<file path="src/rtl/sdac_pkg.sv">
package sdac_pkg;
  localparam int unsigned SDAC_SYNC_STAGES = 2;

  typedef struct packed {
    logic shift;   // qualified serial clock rise
    logic commit;  // select rising edge
    logic bit_in;  // synchronized serial data
  } sdac_evt_t;
endpackage

</file>
<file path="src/rtl/sdac_sync.sv">
module sdac_sync #(
  parameter int unsigned N       = 1,
  parameter int unsigned STAGES  = 2,
  parameter logic [N-1:0] RST_VAL = '0
) (
  input  logic         clk,
  input  logic         rst_n,
  input  logic [N-1:0] d_i,
  output logic [N-1:0] q_o
);
  logic [N-1:0] stg [STAGES];

  always_ff @(posedge clk or negedge rst_n) begin
    if (!rst_n) stg[0] <= RST_VAL;
    else        stg[0] <= d_i;
  end

  generate
    for (genvar s = 1; s < STAGES; s++) begin : g_stage
      always_ff @(posedge clk or negedge rst_n) begin
        if (!rst_n) stg[s] <= RST_VAL;
        else        stg[s] <= stg[s-1];
      end
    end
  endgenerate

  assign q_o = stg[STAGES-1];
endmodule

</file>
<file path="src/rtl/sdac_edge.sv">
module sdac_edge
  import sdac_pkg::*;
(
  input  logic      clk,
  input  logic      rst_n,
  input  logic      sclk_s_i,
  input  logic      sel_n_s_i,
  input  logic      din_s_i,
  output sdac_evt_t evt_o
);
  logic sclk_d, sel_n_d;

  always_ff @(posedge clk or negedge rst_n) begin
    if (!rst_n) begin
      sclk_d  <= 1'b0;
      sel_n_d <= 1'b1;
    end else begin
      sclk_d  <= sclk_s_i;
      sel_n_d <= sel_n_s_i;
    end
  end

  // A serial clock edge counts only as a true low-to-high step while select is low.
  assign evt_o.shift  = sclk_s_i & ~sclk_d & ~sel_n_s_i;
  assign evt_o.commit = sel_n_s_i & ~sel_n_d;
  assign evt_o.bit_in = din_s_i;

  // a qualified shift needs the serial clock to have been low one cycle earlier
  p_shift_from_low_r4: assert property (@(posedge clk) disable iff (!rst_n)
    evt_o.shift |-> !$past(sclk_s_i));
endmodule

</file>
<file path="src/rtl/sdac_shift.sv">
module sdac_shift
  import sdac_pkg::*;
#(
  parameter int unsigned WIDTH = 16,
  localparam int unsigned CNT_W = (WIDTH > 1) ? $clog2(WIDTH) : 1
) (
  input  logic             clk,
  input  logic             rst_n,
  input  sdac_evt_t        evt_i,
  output logic [WIDTH-1:0] word_o,
  output logic             partial_o
);
  logic [WIDTH-1:0] word_q;
  logic [CNT_W-1:0] cnt_q;

  always_ff @(posedge clk or negedge rst_n) begin
    if (!rst_n) begin
      word_q <= '0;
    end else if (evt_i.shift) begin
      word_q <= {word_q[WIDTH-2:0], evt_i.bit_in};
    end
  end

  // Bits shifted since the last load, modulo WIDTH.
  always_ff @(posedge clk or negedge rst_n) begin
    if (!rst_n) begin
      cnt_q <= '0;
    end else if (evt_i.commit) begin
      cnt_q <= '0;
    end else if (evt_i.shift) begin
      if (cnt_q == CNT_W'(WIDTH-1)) cnt_q <= '0;
      else                          cnt_q <= cnt_q + 1'b1;
    end
  end

  assign word_o    = word_q;
  assign partial_o = (cnt_q != '0);

  // no qualified edge, no movement in the shift register
  p_hold_without_shift_r2: assert property (@(posedge clk) disable iff (!rst_n)
    !evt_i.shift |=> $stable(word_q));
  // the newest bit lands at bit 0
  p_msb_first_r1: assert property (@(posedge clk) disable iff (!rst_n)
    evt_i.shift |=> (word_q[0] == $past(evt_i.bit_in)));
endmodule

</file>
<file path="src/rtl/sdac_input_reg.sv">
module sdac_input_reg
  import sdac_pkg::*;
#(
  parameter int unsigned WIDTH = 16
) (
  input  logic             clk,
  input  logic             rst_n,
  input  logic             sclk_i,
  input  logic             sdata_i,
  input  logic             sel_n_i,
  output logic [WIDTH-1:0] code_o,
  output logic             code_stb_o,
  output logic             count_err_o,
  output logic             chain_o
);
  logic [2:0]       raw, synced;
  sdac_evt_t        evt;
  logic [WIDTH-1:0] word;
  logic             partial;

  assign raw = {sel_n_i, sclk_i, sdata_i};

  sdac_sync #(.N(3), .STAGES(SDAC_SYNC_STAGES), .RST_VAL(3'b100)) u_sync (
    .clk(clk), .rst_n(rst_n), .d_i(raw), .q_o(synced)
  );

  sdac_edge u_edge (
    .clk(clk), .rst_n(rst_n),
    .sclk_s_i(synced[1]), .sel_n_s_i(synced[2]), .din_s_i(synced[0]),
    .evt_o(evt)
  );

  sdac_shift #(.WIDTH(WIDTH)) u_shift (
    .clk(clk), .rst_n(rst_n), .evt_i(evt), .word_o(word), .partial_o(partial)
  );

  always_ff @(posedge clk or negedge rst_n) begin
    if (!rst_n) begin
      code_o      <= '0;
      code_stb_o  <= 1'b0;
      count_err_o <= 1'b0;
    end else begin
      code_stb_o  <= evt.commit;
      count_err_o <= evt.commit & partial;
      if (evt.commit) code_o <= word;
    end
  end

  assign chain_o = word[WIDTH-1];

  // the code moves only on a strobe cycle
  p_code_moves_with_stb_r6: assert property (@(posedge clk) disable iff (!rst_n)
    (code_o != $past(code_o)) |-> code_stb_o);
  // the strobe lasts one cycle
  p_stb_single_r6: assert property (@(posedge clk) disable iff (!rst_n)
    code_stb_o |=> !code_stb_o);
  // the count flag rides on a load
  p_err_with_stb_r7: assert property (@(posedge clk) disable iff (!rst_n)
    count_err_o |-> code_stb_o);
  // a load copies the shift register
  p_load_copies_r3: assert property (@(posedge clk) disable iff (!rst_n)
    code_stb_o |-> (code_o == $past(word)));
endmodule

</file>
<file path="config.mk">
export PLATFORM = sky130hd
export DESIGN_NAME = sdac_input_reg
export DESIGN_NICKNAME = d
export VERILOG_FILES = /design/src/rtl/sdac_pkg.sv /design/src/rtl/sdac_sync.sv /design/src/rtl/sdac_edge.sv /design/src/rtl/sdac_shift.sv /design/src/rtl/sdac_input_reg.sv
export SDC_FILE = /design/constraint.sdc
export NUM_CORES = 1
export LEC_CHECK = 0
export ABC_CLOCK_PERIOD_IN_PS = 2500
export BUFFER_PORTS_ARGS = -buffer_cell sky130_fd_sc_hd__buf_2
export CAP_MARGIN = 20
export CORE_MARGIN = 10
export CORE_UTILIZATION = 58
export CTS_CLUSTER_SIZE = 24
export DETAILED_ROUTE_END_ITERATION = 8
export GPL_ROUTABILITY_DRIVEN = 0
export PLACE_DENSITY = 0.88
export SKIP_LAST_GASP = 1
export SYNTH_ARGS = -nofsm -noshare
export SYNTH_HDL_FRONTEND = slang
export SYNTH_SLANG_ARGS = --single-unit
</file>
<file path="constraint.sdc">
create_clock -name clk -period 2.5 [get_ports clk]
set_input_delay 0.5 -clock clk [delete_from_list [all_inputs] [get_ports clk]]
set_output_delay 0.5 -clock clk [all_outputs]
set_load 0.05 [all_outputs]
</file>
==> flow_summary_export.csv <==
group,metric,value,unit
clock_network,clkSlewWorstSetupHoldPaths,0.12,ns
timing,rsz0062_at_grt,"no",
clock_network,cts_setup_buffers,0,
route,antenna_left,0,
setup_path,start_kind,"flip-flop",
power_and_ir_drop,irDropWorstVdd,774,uV
timing,worst_slew_pin_slew,0.563,ns
layout,antenna_cells,0,
timing,slew_headroom,62.4,%
power_and_ir_drop,power_density,973,mW/mm2
placed_design,place_ws,0.783,ns
layout,nets,173,
route,wl,2.95,mm
layout,nFillCells,238,
synth,synth.top_cell.area_share,60.6,%
die,dieArea,0.00568,mm2
job,cap_violations,0,
die,initial_core_util,59.2,%
grt,grt_max_degree,47,
grt,grt_pass1_vias,1117,
layout,post-route-util,66.8,%
clock_network,cts_root_buffer,"clkbuf_4",
synth,synthCells,139,
setup_path,worstSetupPathType,"flip-flop to flip-flop",
clock_network,cts_inserted_buffers,5,
timing,worst_slack,0.790,ns
timing,finalSetupViolCount,0,
synth,yosysUniqueCellTypes,22,
timing,fin_setup_tns,0,ns
die,core,0.00300,mm2
route,drt_pass1_iterations,4,
setup_path,arrival,1.97,ns
route,viasPerCell,5.33,
synth,netlist_area,0.00178,mm2
synth,synth_area_leaders,"dfrtp_1, nand2_1, mux2_4, dfstp_2, mux2_2",
clock_network,htree_levels,2,
outcome,status,"finished, final reports clean",
die,die_height,75.3,um
clock_network,cts.repair.resized,0,
clock_network,clk-insertion-delay-late,0.36,ns
grt,antenna_found_initial,0,
timing,fmax,585,MHz
synth,yosysWarnings,0,
power_and_ir_drop,power_leakage,1.07,nW
die,die-width,75.3,um
synth,ys_seq_area_share,65.0,%
grt,grt_usage,12.1,%
synth,syn_nets,146,
setup_path,required,2.76,ns
setup_path,worstPathMaxFanout,20,
grt,gr-total-overflow,0,
clock_network,cts_tree,"done",
clock_network,cts_buffer_depth,2,
timing,finalClockSkew,0.0163,ns
worst_hold_path,holdCritPathClass,"primary input to asynchronous set/reset pin",
timing,final_hold_viol_count,0,
grt,grt_pass1_wl,5.11,mm
route,drt_iter0_drc,107,
synth,synth-seq-cells,46,
route,routed-via-count,1065,
setup_path,cp-end-kind,"flip-flop",
die,ios,24,
synth,synth.largest_area_cell,"dfrtp_1",
clock_network,cts_num_sinks,46,
layout,drive_above_1_share,32.9,%
timing,slew_violations,0,
route,wl_per_cell,14.8,um
synth,synth.avg_cell_area,12.8,um2
clock_network,holdBufCountCts,0,
route,drc,0,
die,rows,20,
timing,post-route-period-util,68.4,%
placed_design,io_buffer_count,23,
layout,syn2layout_area_growth,12.9,%
timing,fin_crit,1.71,ns
placed_design,dp_hpwl,2.05,mm
## where the power goes
| part | switching, mW | internal [mW] | leakage (nW) |
|---|---|---|---|
| registers | 0.0906 | 0.869 | 0.597 |
| logic | 0.290 | 0.140 | 0.417 |
| clock network | 0.224 | 0.339 | 0.0585 |
## cells in the final DEF, fill, tap and decap left out
cell type,instances
clkbuf_8,1
bufinv_16,2
a21oi_1,2
mux2_4,12
a211oi_1,1
nor2_1,1
buf_2,23
nor2b_1,1
nand2b_1,1
o31ai_1,2
dfstp_2,3
clkbuf_4,5
dfrtp_1,43
mux2_2,4
nand4_1,1
ha_1,2
nand2_1,50
inv_1,4
o211ai_1,2
nand3_1,2
buf_4,3
a31o_2,1
nor3b_4,1
## state kept, by name, summed over array words and instances, names as in the netlist
name and cells:
code_o 16, u_edge.sel_n_d 1, count_err_o 1, u_sync.q_o 3, u_shift.word_o 16, u_shift.cnt_q 4
u_edge.sclk_d 1, code_stb_o 1, u_sync.stg 3
## metrics by stage
stage	hold WS, ns	cells	power, mW	instance area [um2]
6_report	0.199	200	1.95	2010
5_1_grt	0.200	200	2.05	2010
4_1_cts	0.204	200	1.97	2010
3_5_place_dp	0.336	192	1.41	1890
3_3_place_gp	0.334	192	1.39	1890
2_1_floorplan	0.204	139	1.29	1780
## final cells by class
class	instances	area [um2]	area share, %
Tap cell	33	41.3	2.06
Sequential cell	46	1150	57.6
Inverter	4	15.0	0.749
Timing Repair Buffer	26	138	6.86
Multi-Input combinational cell	83	546	27.2
Clock buffer	6	51.3	2.56
Clock inverter	2	60.1	2.99
## worst max-delay path, stage by stage, from the launching register on
cell and delay, ns:
dfstp_2 0.59, nand2b_1 0.06, buf_4 0.19, inv_1 0.44
a211oi_1 0.11, a31o_2 0.23
## cells by family (layout without fill, tap and decap cells)
family          after synthesis  after routing  synth area share, %
simple gates                 57             57                 13.5
flops                        46             46                 65.0
mux                          16             16                 12.7
buf+inv                      10             38                 4.30
compound gates                8              8                 3.17
fa+ha+maj                     2              2                 1.41
## path summary, 6_finish.rpt
kind / start / end / slack [ns] / depth (start not counted)
hold reg to reg: u_sync.stg[5]$_DFF_PN1_ / u_sync.q_o[2]$_DFF_PN1_ / 0.37 / 0
min in group clk: sel_n_i / u_sync.stg[5]$_DFF_PN1_ / 0.24 / 1
setup reg to reg: u_sync.q_o[2]$_DFF_PN1_ / u_shift.cnt_q[2]$_DFFE_PN0P_ / 0.79 / 5
hold / removal: rst_n / u_shift.word_o[1]$_DFFE_PN0P_ / 0.20 / 2
max in group asynchronous: rst_n / u_sync.stg[5]$_DFF_PN1_ / 1.91 / 2
setup / recovery: u_sync.q_o[2]$_DFF_PN1_ / u_shift.cnt_q[2]$_DFFE_PN0P_ / 0.79 / 5
## cell usage after synthesis
library cell,instances
nand2_1,50
dfrtp_1,43
mux2_4,12
inv_1,4
mux2_2,4
dfstp_2,3
a21oi_1,2
buf_4,2
buf_6,2
ha_1,2
nand3_1,2
o211ai_1,2
o31ai_1,2
a211oi_1,1
a31o_2,1
buf_12,1
clkbuf_1,1
nand2b_1,1
nand4_1,1
nor2_1,1
nor2b_1,1
nor3b_4,1
## layer usage
metal | vias to the layer above | track usage [%] | part of all wire [%]
li1 | 502 | - | -
met1 | 529 | 13.7 | 41
met2 | 26 | 19.5 | 52
met3 | 8 | 4.95 | 5.2
met4 | 0 | 5.57 | 2.1
met5 | - | 0 | 0
Note: power is estimated with default switching activity, not from simulation.
